### src/rtl/irq_col_pkg.sv
package irq_col_pkg;
  localparam int unsigned REG_W      = 32;
  localparam int unsigned INT_LINES  = 16;
  localparam int unsigned OFF_STATUS = 32'h30;
  localparam int unsigned OFF_PEND   = 32'h34;
  localparam int unsigned OFF_ENABLE = 32'h38;
  localparam int unsigned OFF_ACK    = 32'h3C;

  // Mask of implemented lines: 16 internal plus up to 16 external.
  function automatic logic [REG_W-1:0] line_mask(input int unsigned ext_count);
    if (ext_count >= 16) return '1;
    return (REG_W'(1) << (INT_LINES + ext_count)) - REG_W'(1);
  endfunction
endpackage

### src/rtl/irq_col_front.sv
module irq_col_front #(
  parameter logic [31:0] EDGE_MODE = 32'h0000FFFF,
  parameter logic [31:0] ACT_HIGH  = 32'h0000FFFF,
  parameter logic [31:0] VALID     = 32'h0000FFFF
) (
  input  logic        clk,
  input  logic        rst,
  input  logic [31:0] src_i,
  output logic [31:0] norm_o,
  output logic [31:0] evt_o
);
  logic [31:0] norm;
  logic [31:0] prev_q;

  // Active-low lines are inverted; unimplemented lines are tied inactive.
  assign norm   = (src_i ^ ~ACT_HIGH) & VALID;
  assign norm_o = norm;

  always_ff @(posedge clk) begin
    if (rst) prev_q <= '0;
    else     prev_q <= norm;
  end

  for (genvar i = 0; i < 32; i++) begin : g_line
    if (EDGE_MODE[i]) begin : g_edge
      assign evt_o[i] = norm[i] & ~prev_q[i];
    end else begin : g_level
      assign evt_o[i] = norm[i];
    end
  end
endmodule

### src/rtl/irq_col_core.sv
module irq_col_core #(
  parameter logic [31:0] EDGE_MODE = 32'h0000FFFF,
  parameter logic [31:0] VALID     = 32'h0000FFFF
) (
  input  logic        clk,
  input  logic        rst,
  input  logic [31:0] evt_i,
  input  logic [31:0] norm_i,
  input  logic        en_wr_i,
  input  logic        ack_wr_i,
  input  logic [31:0] wdata_i,
  output logic [31:0] status_o,
  output logic [31:0] enable_o,
  output logic        irq_o
);
  logic [31:0] status_q, enable_q, status_n, enable_n, ack_bits;
  logic        irq_q;

  assign ack_bits = ack_wr_i ? wdata_i : '0;
  // Clear first, then OR in events: active level lines re-latch at once.
  assign status_n = ((status_q & ~ack_bits) | evt_i) & VALID;
  assign enable_n = en_wr_i ? (wdata_i & VALID) : enable_q;

  always_ff @(posedge clk) begin
    if (rst) begin
      status_q <= '0;
      enable_q <= '0;
      irq_q    <= 1'b0;
    end else begin
      status_q <= status_n;
      enable_q <= enable_n;
      irq_q    <= |(status_n & enable_n);
    end
  end

  assign status_o = status_q;
  assign enable_o = enable_q;
  assign irq_o    = irq_q;

  a_r7_irq_tracks_pending: assert property (@(posedge clk) disable iff (rst)
    irq_q == |(status_q & enable_q));

  a_r6_status_sticky: assert property (@(posedge clk) disable iff (rst)
    (!$past(rst) && !$past(ack_wr_i)) |->
      ((status_q & $past(status_q)) == $past(status_q)));

  a_r8_level_relatched: assert property (@(posedge clk) disable iff (rst)
    !$past(rst) |->
      ((status_q & $past(norm_i & ~EDGE_MODE)) == $past(norm_i & ~EDGE_MODE)));

  a_r4_edge_needs_event: assert property (@(posedge clk) disable iff (rst)
    !$past(rst) |->
      ((status_q & ~$past(status_q) & EDGE_MODE & ~$past(evt_i)) == 32'h0));
endmodule

### src/rtl/irq_col_regs.sv
module irq_col_regs
  import irq_col_pkg::*;
#(
  parameter int unsigned ADDR_W = 8
) (
  input  logic              clk,
  input  logic              rst,
  input  logic              wr_en_i,
  input  logic [ADDR_W-1:0] addr_i,
  input  logic [31:0]       status_i,
  input  logic [31:0]       enable_i,
  output logic              en_wr_o,
  output logic              ack_wr_o,
  output logic [31:0]       rdata_o
);
  localparam logic [ADDR_W-1:0] A_STATUS = ADDR_W'(OFF_STATUS);
  localparam logic [ADDR_W-1:0] A_PEND   = ADDR_W'(OFF_PEND);
  localparam logic [ADDR_W-1:0] A_ENABLE = ADDR_W'(OFF_ENABLE);
  localparam logic [ADDR_W-1:0] A_ACK    = ADDR_W'(OFF_ACK);

  logic [31:0] rdata_q;

  assign en_wr_o  = wr_en_i && (addr_i == A_ENABLE);
  assign ack_wr_o = wr_en_i && (addr_i == A_ACK);

  always_ff @(posedge clk) begin
    if (rst) rdata_q <= '0;
    else begin
      case (addr_i)
        A_STATUS: rdata_q <= status_i;
        A_PEND:   rdata_q <= status_i & enable_i;
        A_ENABLE: rdata_q <= enable_i;
        default:  rdata_q <= '0;
      endcase
    end
  end

  assign rdata_o = rdata_q;

  a_r10_ack_reads_zero: assert property (@(posedge clk) disable iff (rst)
    (!$past(rst) && $past(addr_i) == A_ACK) |-> (rdata_q == 32'h0));
endmodule

### src/rtl/irq_collector.sv
module irq_collector
  import irq_col_pkg::*;
#(
  parameter int unsigned EXT_COUNT    = 8,
  parameter logic [15:0] EXT_EDGE     = 16'h000F,
  parameter logic [15:0] EXT_ACT_HIGH = 16'h00D5,
  parameter int unsigned ADDR_W       = 8
) (
  input  logic              clk,
  input  logic              rst,
  input  logic [31:0]       src_i,
  input  logic              wr_en_i,
  input  logic [ADDR_W-1:0] addr_i,
  input  logic [31:0]       wdata_i,
  output logic [31:0]       rdata_o,
  output logic              irq_o
);
  // Internal lines are forced to edge mode and active-high.
  localparam logic [31:0] EDGE_FULL = {EXT_EDGE, 16'hFFFF};
  localparam logic [31:0] POS_FULL  = {EXT_ACT_HIGH, 16'hFFFF};
  localparam logic [31:0] VALID     = line_mask(EXT_COUNT);

  logic [31:0] norm, evt, status, enable;
  logic        en_wr, ack_wr;

  irq_col_front #(.EDGE_MODE(EDGE_FULL), .ACT_HIGH(POS_FULL), .VALID(VALID)) front_i (
    .clk(clk), .rst(rst), .src_i(src_i), .norm_o(norm), .evt_o(evt)
  );

  irq_col_core #(.EDGE_MODE(EDGE_FULL), .VALID(VALID)) core_i (
    .clk(clk), .rst(rst), .evt_i(evt), .norm_i(norm),
    .en_wr_i(en_wr), .ack_wr_i(ack_wr), .wdata_i(wdata_i),
    .status_o(status), .enable_o(enable), .irq_o(irq_o)
  );

  irq_col_regs #(.ADDR_W(ADDR_W)) regs_i (
    .clk(clk), .rst(rst), .wr_en_i(wr_en_i), .addr_i(addr_i),
    .status_i(status), .enable_i(enable),
    .en_wr_o(en_wr), .ack_wr_o(ack_wr), .rdata_o(rdata_o)
  );
endmodule

### config.mk
export PLATFORM = sky130hd
export DESIGN_NAME = irq_collector
export DESIGN_NICKNAME = d
export VERILOG_FILES = /design/src/rtl/irq_col_pkg.sv /design/src/rtl/irq_col_front.sv /design/src/rtl/irq_col_core.sv /design/src/rtl/irq_col_regs.sv /design/src/rtl/irq_collector.sv
export SDC_FILE = /design/constraint.sdc
export NUM_CORES = 1
export LEC_CHECK = 0
export BUFFER_PORTS_ARGS = -buffer_cell sky130_fd_sc_hd__buf_2
export CORE_MARGIN = 3
export CORE_UTILIZATION = 30
export CTS_BUF_LIST = sky130_fd_sc_hd__clkbuf_8
export DETAILED_ROUTE_END_ITERATION = 8
export PLACE_DENSITY = 0.53
export SLEW_MARGIN = 40
export SYNTH_ARGS = -nofsm -noshare
export SYNTH_HDL_FRONTEND = slang
export SYNTH_SLANG_ARGS = --single-unit
export TNS_END_PERCENT = 50
### constraint.sdc
create_clock -name clk -period 4.1 [get_ports clk]
set_clock_uncertainty 0.2 [all_clocks]
set_input_delay 0.82 -clock clk [delete_from_list [all_inputs] [get_ports clk]]
set_output_delay 0.82 -clock clk [all_outputs]
set_load 0.02 [all_outputs]
==> results_dict.tcl <==
set metrics [dict create \
    fp-row-count 42 \
    outcome "finished clean" \
    layout-drive-gt1-share_pct 17.9 \
    fin_crit_ns 3.23 \
    cts.clk_slew.worst_paths_ns 0.08 \
    synth_seq_area_share_pct 45.1 \
    cts_root_buffer "clkbuf_8" \
    holdCritPathClass "reg -> reg" \
    max_slew.worst_pin.slew_ns 0.761 \
    cap_violations 0 \
    final_cell_mix "nand2_1 (98), dfxtp_1 (93), a21oi_1 (89)" \
    grt_first_pass_wirelength_mm 18.8 \
    place_congestion 0.752 \
    hpwl_mm 7.94 \
    tritoncts "yes" \
    seq_power_share_pct 57.0 \
    postCtsHoldBufs 0 \
    antenna_left 0 \
    final_util_pct 36.3 \
    drt_iter0_drc 339 \
    setup_violations 0 \
    ir_drop_v 0.000131 \
    p_leak_nw 1.89 \
    syn_avg_cell_area_um2 7.44 \
    switching_share_pct 25.3 \
    critPathSlowestCell "or4_4" \
    postSynthCellCount 554 \
    start_util_pct 30.9 \
    num-nets-final 696 \
    fmax_mhz 309 \
    crit_path_max_incr_delay_ns 0.58 \
    max_slew_margin_pct 49.2 \
    grt_util_met3_pct 5.03 \
    wl_per_cell_um 15.5 \
    grt_max_degree 70 \
    netlist_area_um2 4120 \
    die_w_um 123 \
    hold_viol 0 \
    ctsHtreeMaxLevel 3 \
    synthDominantCellAreaShare_pct 45.1 \
    critPathMaxFanout 46 \
    antenna_found_initial 1 \
    grt_use_met1_pct 20.8 \
    p_sw_w 0.000421 \
    final_common_cell "nand2_1" \
    worstPathCellList "buf_2 -> or4_4 -> or3_1 -> buf_12 -> o221ai_1 -> a21oi_1 -> or4_1 -> nor4_2 -> a41oi_1" \
    fp.dieH_um 123 \
    routed_wl_mm 12.4 \
    arrival_ns 3.24 \
    hold_path_startpoint "core_i.status_o[3]" \
    drc 0 \
    yosysWarnings 0 \
    via_per_inst 5.05 \
    track_usage_pct 16.2 \
    cp-startpoint "addr_i[7]" \
    postCtsSetupRepairBufs 0 \
    endpoint_kind "flip-flop" \
    rsz0062_at_grt "no" \
    setup.worst_path.class "in -> reg" \
    overflow 0 \
    grt_pass1_vias 3708 \
    cp.required_ns 4.11 \
    io_buffers 83 \
    ys_types 32 \
    pwr-share-comb_pct 9.7 \
    synth_area_leaders "dfxtp_1 (45%), a21oi_1 (11%), nand2_1 (8.9%)" \
    clkPwrFrac_pct 33.3 \
    synth_top_area_cell "dfxtp_1" \
    filler_cell_count 1445 \
    io_pins 108 \
    timing.hold.ws_ns 0.267 \
    dr.pass1.iters 5 \
    finalCritPeriodShare_pct 78.8 \
    powerDensity_nw_per_um2 343 \
    ys_ff_latch 93 \
    r2r-start "front_i.prev_q[1]" \
    slew_viol_final 0 \
    synthToLayoutAreaGrowth_pct 17.5 \
    clk_latency_ns 0.37 \
    core_region_area_um2 13300 \
    final.setup.tns_ns 0 \
    cts_buffers 9 \
    internal_power_w 0.00124 \
    cts_buffer_depth 2 \
    diodes 0 \
    cts_resized 0 \
    num_vias 4053 \
    die_area_um2 15200 \
    clock_sinks 93 \
    startpoint_type "primary input" \
    gr-max-usage-layer "met2" \
    total_power_w 0.00166 \
    met2_usage_pct 26.1 \
]
metal layers:
| metal | part of all wire (%) | wire length, µm |
|---|---|---|
| met1 | 44 | 5470 |
| met2 | 46 | 5700 |
| met3 | 8.1 | 1000 |
| met4 | 1.7 | 215 |
| met5 | 0.073 | 9 |
worst max-delay path: cells and delay by family:
family                 cells  cell delay, ns
buffers and inverters      2            0.30
AOI/OAI and AO/OA          3            0.40
and+or+nand+nor            4            1.69
layout make-up:
type	instances	area (µm²)	share of cell area, %
Clock buffer	11	151	3.12
Inverter	7	26.3	0.542
Multi-Input combinational cell	417	2060	42.6
Timing Repair Buffer	93	503	10.4
Clock inverter	5	20.0	0.413
Sequential cell	93	1860	38.4
Tap cell	176	220	4.54
cell usage after synthesis (all sizes together):
| library cell | count |
|---|---|
| or3 | 2 |
| nand4 | 1 |
| nor4 | 2 |
| or4 | 4 |
| buf | 15 |
| a31o | 1 |
| nor3 | 2 |
| nor2b | 27 |
| clkbuf | 29 |
| dfxtp | 93 |
| a21boi | 1 |
| a211oi | 5 |
| o22ai | 12 |
| a41oi | 1 |
| inv | 7 |
| nand3 | 4 |
| a21o | 2 |
| o221ai | 10 |
| nor2 | 70 |
| o21ai | 48 |
| a22o | 1 |
| a211o | 2 |
| a21oi | 89 |
| or2 | 2 |
| nand2b | 25 |
| nand2 | 98 |
| conb | 1 |
cell families after synthesis:
group                  after synthesis  synth area share, %
AO/OA/AOI/OAI                      172                 23.1
AND/OR/NAND/NOR                    237                 25.9
buffers and inverters               51                 5.73
flip-flops                          93                 45.1
other                                1               0.0909
worst paths after layout:
path	cells past startpoint	slack, ns	to
setup / recovery	9	0.87	core_i.irq_o
hold / removal	2	0.27	core_i.status_o[3]
setup reg to reg	7	2.13	core_i.irq_o
hold reg to reg	2	0.27	core_i.status_o[3]
through the flow:
stage          std cells  setup WS, ns  instance area, µm²
6_report             802         0.869                4850
5_1_grt              802         0.748                4850
4_1_cts              802         0.920                4850
3_5_place_dp         786         0.519                4670
3_3_place_gp         786         0.522                4670
2_1_floorplan        561         0.914                4150
power groups by stage:
stage	Combinational, W	Sequential, W	Clock, W
after global placement	0.000157	0.000966	0
after global routing	0.000181	0.000950	0.000610
after floorplan	0.000100	0.000964	0
final	0.000162	0.000947	0.000553
after CTS	0.000162	0.000946	0.000580
after detailed placement	0.000161	0.000967	0
registers in the layout (all words and copies together) (netlist names):
name	count
core_i.irq_o	1
regs_i.rdata_o	24
core_i.enable_o	24
front_i.prev_q	20
core_i.status_o	24
(Power assumes the default switching activity.)
